===== src/rtl/drg_pkg.sv =====
package drg_pkg;
    typedef enum logic [1:0] {
        ST_IDLE  = 2'd0,
        ST_EVAL  = 2'd1,
        ST_REPLY = 2'd2
    } drg_state_t;
endpackage


===== src/rtl/drg_cfg_regs.sv =====
module drg_cfg_regs #(
    parameter int AW = 32,
    parameter int NR = 3,
    parameter int IW = 3
) (
    input  logic          clk,
    input  logic          rst_n,
    input  logic          cfg_we,
    input  logic [IW-1:0] cfg_idx,
    input  logic [AW-1:0] cfg_wdata,
    output logic [AW-1:0] base_o  [NR],
    output logic [AW-1:0] limit_o [NR],
    output logic          locked_o
);
    localparam int LOCK_IDX = 2 * NR;

    logic locked_q;
    logic wr_ok;

    assign wr_ok    = cfg_we && !locked_q;
    assign locked_o = locked_q;

    for (genvar r = 0; r < NR; r++) begin : g_win
        always_ff @(posedge clk) begin
            if (!rst_n) begin
                base_o[r]  <= '1;
                limit_o[r] <= '0;
            end else begin
                if (wr_ok && cfg_idx == IW'(2 * r))
                    base_o[r] <= cfg_wdata;
                if (wr_ok && cfg_idx == IW'(2 * r + 1))
                    limit_o[r] <= cfg_wdata;
            end
        end
    end

    always_ff @(posedge clk) begin
        if (!rst_n)
            locked_q <= 1'b0;
        else if (wr_ok && cfg_idx == IW'(LOCK_IDX))
            locked_q <= cfg_wdata[0];
    end
endmodule


===== src/rtl/drg_range_hit.sv =====
module drg_range_hit #(
    parameter int AW = 32,
    parameter int LW = 12
) (
    input  logic [AW-1:0] base,
    input  logic [AW-1:0] limit,
    input  logic [AW-1:0] addr,
    input  logic [LW-1:0] len,
    output logic          hit
);
    localparam int EW = AW + 1;

    logic [EW-1:0] span_end;
    logic          enabled;

    // Widened to EW bits so that a span crossing the top of the address space does not wrap.
    assign span_end = {1'b0, addr} + {{(EW - LW){1'b0}}, len};
    assign enabled  = (base <= limit);
    assign hit      = enabled && (addr <= limit) && (span_end >= {1'b0, base});
endmodule


===== src/rtl/drg_ctrl.sv =====
module drg_ctrl #(
    parameter int AW = 32,
    parameter int LW = 12
) (
    input  logic          clk,
    input  logic          rst_n,
    input  logic          req_valid,
    input  logic [AW-1:0] req_addr,
    input  logic [LW-1:0] req_len,
    input  logic          any_hit,
    output logic          req_ready,
    output logic [AW-1:0] cap_addr,
    output logic [LW-1:0] cap_len,
    output logic          rsp_valid,
    output logic          rsp_grant,
    output logic          rsp_block,
    output logic          viol_flag,
    output logic [AW-1:0] viol_addr
);
    import drg_pkg::*;

    drg_state_t state_q, state_d;
    logic       blk_q;

    always_comb begin
        state_d = state_q;
        unique case (state_q)
            ST_IDLE:  if (req_valid) state_d = ST_EVAL;
            ST_EVAL:  state_d = ST_REPLY;
            ST_REPLY: state_d = ST_IDLE;
            default:  state_d = ST_IDLE;
        endcase
    end

    always_ff @(posedge clk) begin
        if (!rst_n) state_q <= ST_IDLE;
        else        state_q <= state_d;
    end

    always_ff @(posedge clk) begin
        if (!rst_n) begin
            cap_addr  <= '0;
            cap_len   <= '0;
            blk_q     <= 1'b0;
            viol_flag <= 1'b0;
            viol_addr <= '0;
        end else begin
            if (state_q == ST_IDLE && req_valid) begin
                cap_addr <= req_addr;
                cap_len  <= req_len;
            end
            if (state_q == ST_EVAL) begin
                blk_q <= any_hit;
                if (any_hit && !viol_flag) begin
                    viol_flag <= 1'b1;
                    viol_addr <= cap_addr;
                end
            end
        end
    end

    always_comb begin
        req_ready = 1'b0;
        rsp_valid = 1'b0;
        rsp_grant = 1'b0;
        rsp_block = 1'b0;
        unique case (state_q)
            ST_IDLE:  req_ready = 1'b1;
            ST_EVAL:  ;
            ST_REPLY: begin
                rsp_valid = 1'b1;
                rsp_grant = !blk_q;
                rsp_block = blk_q;
            end
            default:  ;
        endcase
    end
endmodule


===== src/rtl/dma_range_guard.sv =====
module dma_range_guard #(
    parameter int AW   = 32,
    parameter int LW   = 12,
    parameter int NGEN = 2,
    parameter int NR   = NGEN + 1,
    parameter int IW   = $clog2(2 * NR + 1)
) (
    input  logic          clk,
    input  logic          rst_n,
    input  logic          cfg_we,
    input  logic [IW-1:0] cfg_idx,
    input  logic [AW-1:0] cfg_wdata,
    output logic          cfg_locked,
    input  logic          req_valid,
    output logic          req_ready,
    input  logic [AW-1:0] req_addr,
    input  logic [LW-1:0] req_len,
    output logic          rsp_valid,
    output logic          rsp_grant,
    output logic          rsp_block,
    output logic          viol_flag,
    output logic [AW-1:0] viol_addr
);
    localparam int FW = NR * 2 * AW;

    logic [AW-1:0] win_base  [NR];
    logic [AW-1:0] win_limit [NR];
    logic [NR-1:0] win_hit;
    logic [AW-1:0] cap_addr;
    logic [LW-1:0] cap_len;
    logic [FW-1:0] cfg_flat;

    drg_cfg_regs #(.AW(AW), .NR(NR), .IW(IW)) u_cfg (
        .clk      (clk),
        .rst_n    (rst_n),
        .cfg_we   (cfg_we),
        .cfg_idx  (cfg_idx),
        .cfg_wdata(cfg_wdata),
        .base_o   (win_base),
        .limit_o  (win_limit),
        .locked_o (cfg_locked)
    );

    for (genvar r = 0; r < NR; r++) begin : g_cmp
        drg_range_hit #(.AW(AW), .LW(LW)) u_hit (
            .base (win_base[r]),
            .limit(win_limit[r]),
            .addr (cap_addr),
            .len  (cap_len),
            .hit  (win_hit[r])
        );
        assign cfg_flat[r*2*AW +: AW]      = win_base[r];
        assign cfg_flat[r*2*AW + AW +: AW] = win_limit[r];
    end

    drg_ctrl #(.AW(AW), .LW(LW)) u_ctrl (
        .clk      (clk),
        .rst_n    (rst_n),
        .req_valid(req_valid),
        .req_addr (req_addr),
        .req_len  (req_len),
        .any_hit  (|win_hit),
        .req_ready(req_ready),
        .cap_addr (cap_addr),
        .cap_len  (cap_len),
        .rsp_valid(rsp_valid),
        .rsp_grant(rsp_grant),
        .rsp_block(rsp_block),
        .viol_flag(viol_flag),
        .viol_addr(viol_addr)
    );
endmodule


===== config.mk =====
export PLATFORM = sky130hd
export DESIGN_NAME = dma_range_guard
export DESIGN_NICKNAME = d
export VERILOG_FILES = /design/src/rtl/drg_pkg.sv /design/src/rtl/drg_cfg_regs.sv /design/src/rtl/drg_range_hit.sv /design/src/rtl/drg_ctrl.sv /design/src/rtl/dma_range_guard.sv
export SDC_FILE = /design/constraint.sdc
export NUM_CORES = 1
export LEC_CHECK = 0
export ABC_AREA = 1
export CAP_MARGIN = 20
export CORE_MARGIN = 2
export CORE_UTILIZATION = 60
export CTS_BUF_LIST = sky130_fd_sc_hd__clkbuf_8 sky130_fd_sc_hd__clkbuf_16
export DETAILED_ROUTE_END_ITERATION = 8
export PLACE_DENSITY = 0.81
export SYNTH_ARGS = -nofsm -noshare
export SYNTH_HDL_FRONTEND = slang
export SYNTH_SLANG_ARGS = --single-unit
export TNS_END_PERCENT = 30

===== constraint.sdc =====
create_clock -name clk -period 4.4 [get_ports clk]
set_input_delay 0.88 -clock clk [delete_from_list [all_inputs] [get_ports clk]]
set_output_delay 0.88 -clock clk [all_outputs]
set_load 0.03 [all_outputs]

# ---- After elaboration in Yosys (flattened, before gate mapping)
# Index checks and enable logic that the tools add are counted.
dict set report word_totals {
  romBits 0
  elab_cells 61
  register_bits 273
  out_inout_bits 38
  inputBits 83
  ram_bits 0
  latch_bits 0
  n_memories 0
}
dict set report op_classes {
  n_lt_le_gt_ge 9
  bitwise_logic 0
  n_reduce_logical 23
  n_mul 0
  n_div 0
  muxes 6
  n_eq_ne 9
  addsub 1
  shifts 0
}
# op count
set op_table {}
lappend op_table {{32-bit less-or-equal comparator} 6}
lappend op_table {{33-bit by 32-bit >= comparator with 1-bit output} 3}
lappend op_table {{32-bit by 12-bit adder with 33-bit output} 1}
lappend op_table {{1-bit logical AND} 16}
lappend op_table {{3-bit == test (second input constant)} 3}
lappend op_table {{3-bit by 2-bit == test with 1-bit output (second input constant)} 2}
lappend op_table {{1-bit 2-to-1 mux} 4}
lappend op_table {{2-bit one-hot mux with 2 select lines} 1}
lappend op_table {{3-bit by 1-bit == test with 1-bit output (second input constant)} 1}
lappend op_table {{1-bit logical NOT} 3}
lappend op_table {{3-bit logical NOT} 1}
lappend op_table {{3-bit OR reduction} 1}
lappend op_table {{2-bit by 1-bit == test with 1-bit output (second input constant)} 1}
lappend op_table {{2-bit == test (second input constant)} 1}
lappend op_table {{2-bit logical NOT} 1}
lappend op_table {{2-bit 2-to-1 mux} 1}
lappend op_table {{2-bit != test (second input constant)} 1}
lappend op_table {{2-bit AND reduction} 1}

# ---- Longest topological paths before layout
dict set report logic_depth {
  ltp_word 6
  ltp_mapped 35
  mapped_depth_nobuf 34
}

# ---- Modules after synthesis
# Synthesis repeated with hierarchy kept, for this count alone.
dict set report hier_totals {
  hier_cells 3096
  hier_area_um2 20893.8
}
# module cells_per_inst seq_area_each_um2 area_per_inst_um2 instances
set by_module_without_submodules {}
lappend by_module_without_submodules {{drg_range_hit (g_cmp[0].u_hit ...)} 564 0.0 3527.1 2}
lappend by_module_without_submodules {drg_cfg_regs 926 3863.7 6956.7 1}
lappend by_module_without_submodules {{drg_range_hit (g_cmp[1].u_hit)} 570 0.0 3542.1 1}
lappend by_module_without_submodules {drg_ctrl 469 1601.5 3329.4 1}
lappend by_module_without_submodules {dma_range_guard 3 0.0 11.3 1}

# ---- Worst setup path before layout
# Ideal clock, no wire load.
dict set report synth_timing {
  path_type {reg2reg}
  start {register u_ctrl.cap_addr[2]}
  end {register u_ctrl.viol_addr[25]}
  required_ps 4290
  synth_period_minus_slack_ps 3639
  arrival_time_ps 3529
  n_path_buf 1
  setup_ps 110
  slack_ps 761
  stages_incl_launch_ff 24
  cell_sequence {dfxtp_1 > ha_1 > a21oi_1 > o21ai_0 > a21oi_1 > o21ai_0 > nand3_1 > nor3_1 > nand4_1 > xor2_1 > ha_1 > nand2_1 > inv_1 > nand3_1 > nor3_1 > nand2_1 > o311a_1 > nand2_1 > nand2_1 > nand2_4 > buf_2 > nand4_1 > nand2_1 > nor2_1}
}
dict set report synth_via {
  elab_chain_len 6
  word_cells_on_any_way 16
  cone_classes {add/sub (1); order compare (6); reduce/logical (9)}
}
# item line_no
set synth_lines {}
lappend synth_lines {{from (decl)} drg_ctrl.sv:12} ;# output logic [AW-1:0] cap_addr,
lappend synth_lines {{from (signal assigned)} drg_ctrl.sv:49} ;# cap_addr <= req_addr;
lappend synth_lines {{32-bit by 12-bit adder with 33-bit output / 32-bit less-or-equal comparator (equally long branches)} {drg_range_hit.sv:17, drg_range_hit.sv:19}}
lappend synth_lines {{33-bit by 32-bit >= comparator with 1-bit output / 1-bit logical AND (equally long branches)} drg_range_hit.sv:19} ;# assign hit = enabled && (addr <= limit) && (span_end >= {1'b0, base});
lappend synth_lines {{1-bit logical AND} drg_range_hit.sv:19}
lappend synth_lines {{3-bit OR reduction *} dma_range_guard.sv:62} ;# .any_hit (|win_hit),
lappend synth_lines {{1-bit logical AND *} drg_ctrl.sv:54} ;# if (any_hit && !viol_flag) begin
lappend synth_lines {{2-bit AND reduction (no source line) *} -}
lappend synth_lines {{to (signal assigned)} drg_ctrl.sv:56} ;# viol_addr <= cap_addr;
lappend synth_lines {{to (decl)} drg_ctrl.sv:18} ;# output logic [AW-1:0] viol_addr
# Every way passes the cells marked *; elsewhere a longest branch is shown, timed or not.
# A chain may end at the register's enable or synchronous reset.

# ---- Worst setup path in the final report
dict set report layout_timing {
  start {register u_ctrl.cap_addr[4]}
  end {register u_ctrl.viol_addr[16]}
}
# Same word-level chain as after synthesis.

==> flow_metrics.env <==
export IMPL_status="finished clean"
export IMPL_clk_pin_slew_ns=0.07
export IMPL_cts_sinks=273
export IMPL_clock_fmax_mhz=235
export IMPL_finalMaxSlewViolations=0
export IMPL_p_sw_share_pct=31.5
export IMPL_syn2layout_area_growth_pct=18.3
export IMPL_num_vias=16800
export IMPL_h_tree_depth=1
export IMPL_fp_dieW_um=175
export IMPL_synth_top_area_cell="dfxtp_1"
export IMPL_synth_area_mm2=0.0175
export IMPL_grt_total_usage_pct=34.4
export IMPL_fin_crit_sh_pct=96.9
export IMPL_end_kind="register"
export IMPL_die_area_mm2=0.0305
export IMPL_p_comb_share_pct=20.8
export IMPL_initial_core_util_pct=60.9
export IMPL_drt_total_wl_um=55200
export IMPL_seq_area_frac_synth_pct=31.3
export IMPL_insertedDiodeCount=0
export IMPL_synth_top_cell_area_share_pct=31.3
export IMPL_crit_fanout=5
export IMPL_relSlewSlack_pct=17.6
export IMPL_reg2reg_depth=32
export IMPL_fin_area_mm2=0.0207
export IMPL_cts_tree="built"
export IMPL_dpl_cell_area_mm2=0.0192
export IMPL_criticalPathCategory="reg2reg"
export IMPL_cp_slowest_stage_delay_ns=0.42
export IMPL_finalSetupTns_ns=0
export IMPL_hold_viol_final=0
export IMPL_cpMaxStageDelayCell="dfxtp_1"
export IMPL_wl_per_cell_um=19.0
export IMPL_grt_pass1_vias=16000
export IMPL_regArea_mm2=0.00547
export IMPL_die_h_um=175
export IMPL_drt_antenna_violating_nets=0
export IMPL_cts_root_buf="clkbuf_16"
export IMPL_numCtsBuffers=30
export IMPL_p_sw_w=0.00203
export IMPL_ys_seq_elements=273
export IMPL_reg2reg_setup_slack_ns=0.14
export IMPL_synth_ff_type="dfxtp_1"
export IMPL_drt_iter0_drc=1511
export IMPL_core_mm2=0.0287
export IMPL_grt_first_pass_wirelength_um=83900
export IMPL_synth_edf_count=0
export IMPL_synthTopCellsByArea="dfxtp_1 (31%), ha_1 (21%), a21oi_1 (9.1%)"
export IMPL_finClkSkew_ns=0.0196
export IMPL_vias_per_cell=5.80
export IMPL_max_vdd_ir_drop_v=0.000302
export IMPL_p_leak_nw=9.78
export IMPL_syn_inst=2372
export IMPL_worstSkewPairLatency_ns=0.58
export IMPL_pwr_share_clk_pct=38.1
export IMPL_async_flop_share_pct=0
export IMPL_portBuffers=120
export IMPL_powerDensity_mw_per_mm2=312
export IMPL_yosysWarnings=0
export IMPL_period_minus_slack_ns=4.26
export IMPL_gp_congestion=0.986
export IMPL_p_seq_share_pct=41.1
export IMPL_place_hpwl_um=40100
export IMPL_critPathLaunch="u_ctrl.cap_addr[4]"
export IMPL_internal_power_w=0.00441
export IMPL_grt_max_degree=103
export IMPL_cap_viol_max_count=0
export IMPL_drt_pass1_iterations=5
export IMPL_multi_input_area_mm2=0.0107
export IMPL_min_path_type="reg2reg"
export IMPL_nFillCells=2308
export IMPL_syn_nets=2756
export IMPL_grt_ovfl_total=0
export IMPL_clk_path_buf_depth=3
export IMPL_startpoint_type="register"
export IMPL_drcViolationCount=0
export IMPL_ios=121
export IMPL_cp_data_arrival_time_ns=4.77
export IMPL_num_rows=62
export IMPL_antenna_found_initial=1
export IMPL_worst_slew_pin_slew_ns=1.23
export IMPL_avgSynthCellArea_um2=7.37
export IMPL_cpMostUsedCell="nand2_1"
export IMPL_drive_above_1_share_pct=6.95
export IMPL_synth_cell_types=39
export IMPL_setup_viol=0
export IMPL_cp_required_ns=4.91
export IMPL_rr_startpoint="u_ctrl.cap_addr[4]"
export IMPL_crit_end="u_ctrl.viol_addr[16]"
export IMPL_rr_endpoint="u_ctrl.viol_addr[16]"
export IMPL_fin_nets=2879
-- cells by family (layout without fill, tap and decap cells) --
| family | count (synthesis) | in the layout | share of synthesized area [%] |
|---|---|---|---|
| fa+ha+maj | 301 | 301 | 21.6 |
| simple gates | 676 | 680 | 16.1 |
| xor+xnor | 30 | 30 | 1.50 |
| buf+inv | 458 | 601 | 9.98 |
| compound gates | 634 | 634 | 19.5 |
| flops | 273 | 273 | 31.3 |
-- through the flow --
stage / cells / power [W] / setup WS, ns / utilization [%] / hold slack [ns]
floorplan: 2372 / 0.00346 / 0.761 / - / 0.455
global placement: 2830 / 0.00391 / 0.141 / 66.8 / 0.474
detailed placement: 2830 / 0.00395 / 0.00512 / 66.8 / 0.481
global route: 2903 / 0.00671 / -0.145 / 72.0 / 0.513
finish: 2903 / 0.00644 / 0.138 / 72.0 / 0.490
CTS: 2887 / 0.00637 / 0.0279 / 70.2 / 0.492
-- how the worst min path moves through the flow --
stage	start	slack, ns	to	cells after the start
final	u_cfg.limit_o[59]	0.49	u_cfg.limit_o[59]	2
after floorplan	u_ctrl.blk_q	0.45	u_ctrl.blk_q	2
after CTS	u_cfg.limit_o[87]	0.49	u_cfg.limit_o[87]	2
after global routing	u_cfg.limit_o[93]	0.51	u_cfg.limit_o[93]	2
after global placement	u_ctrl.cap_len[10]	0.47	u_ctrl.cap_len[10]	2
after detailed placement	u_cfg.limit_o[59]	0.48	u_cfg.limit_o[59]	2
-- critical path: cells and delay by family, from the launching register on --
kind | cells | cell delay (ns)
flip-flops | 1 | 0.42
adder cells (fa/ha/maj) | 2 | 0.52
XOR/XNOR | 1 | 0.17
buffers and inverters | 4 | 0.47
AND/OR/NAND/NOR | 17 | 1.34
AO/OA/AOI/OAI | 8 | 1.27
-- cell usage in the layout (no fill, tap or decap), types with 20 or more instances in the layout --
cell,Yosys,layout
o21ai_0,221,217
o211ai_1,67,67
nand3_1,33,31
nor2_1,141,134
clkbuf_16,0,33
buf_4,0,45
ha_1,300,293
inv_1,363,368
nand2_1,401,391
clkdlybuf4s50_1,0,119
dfxtp_1,273,268
nand4_1,57,57
a21oi_1,317,311
nor3_1,23,20
-- per-layer routing --
metal	up-vias	routed length (µm)	GRT usage (%)
li1	8198	-	-
met1	7786	24000	46.7
met4	2	2080	11.6
met2	698	24900	55.9
met5	-	29	0
met3	140	4140	5.55
-- synthesized netlist by cell type (2+ instances only) --
library cell  instances
a21oi_1             317
buf_6                 3
nand3b_1              2
and3_1                4
nand4_1              57
clkbuf_1             79
xor2_1               27
a211oi_1              3
nand2_2               2
ha_1                300
o21ai_0             221
o211ai_1             67
nor4_1                8
nand3_1              33
nor3_1               23
inv_2                 4
o21a_1               11
dfxtp_1             273
xnor2_1               3
buf_2                 3
clkinv_1              4
buf_1                 2
inv_1               363
o21bai_1              3
a21o_1                5
nor2_1              141
a21boi_0              2
nand2_1             401
-- sequential cells by signal, summed over array words and instances, names as in the netlist --
signal / count
u_ctrl.viol_flag: 1
u_ctrl.cap_addr: 32
u_cfg.base_o: 96
u_ctrl.state_q: 2
u_ctrl.cap_len: 12
u_cfg.locked_o: 1
u_ctrl.blk_q: 1
u_ctrl.viol_addr: 32
u_cfg.limit_o: 96
-- layout make-up --
cell class | instances | share of cell area [%]
Timing Repair Buffer | 174 | 8.35
Sequential cell | 273 | 26.5
Tap cell | 384 | 2.32
Multi-Input combinational cell | 1645 | 51.5
Clock buffer | 36 | 4.03
Clock inverter | 20 | 0.557
Inverter | 371 | 6.73
-- power by group through the flow --
stage / Combinational (W) / Sequential (W) / Clock (W)
floorplan: 0.000781 / 0.00268 / 0
global placement: 0.00121 / 0.00269 / 0
detailed placement: 0.00125 / 0.00270 / 0
CTS: 0.00126 / 0.00264 / 0.00246
global route: 0.00149 / 0.00266 / 0.00256
finish: 0.00134 / 0.00265 / 0.00245
-- repair_timing --
action                                  in CTS  in global routing
hold buffers                                 0                  0
buffers inserted                             0                  8
pin swaps                                    0                 20
resized for setup                            2                 69
gates cloned                                 1                  7
endpoints found under the setup margin      12                 34
Power figures use the tool's default switching activity.
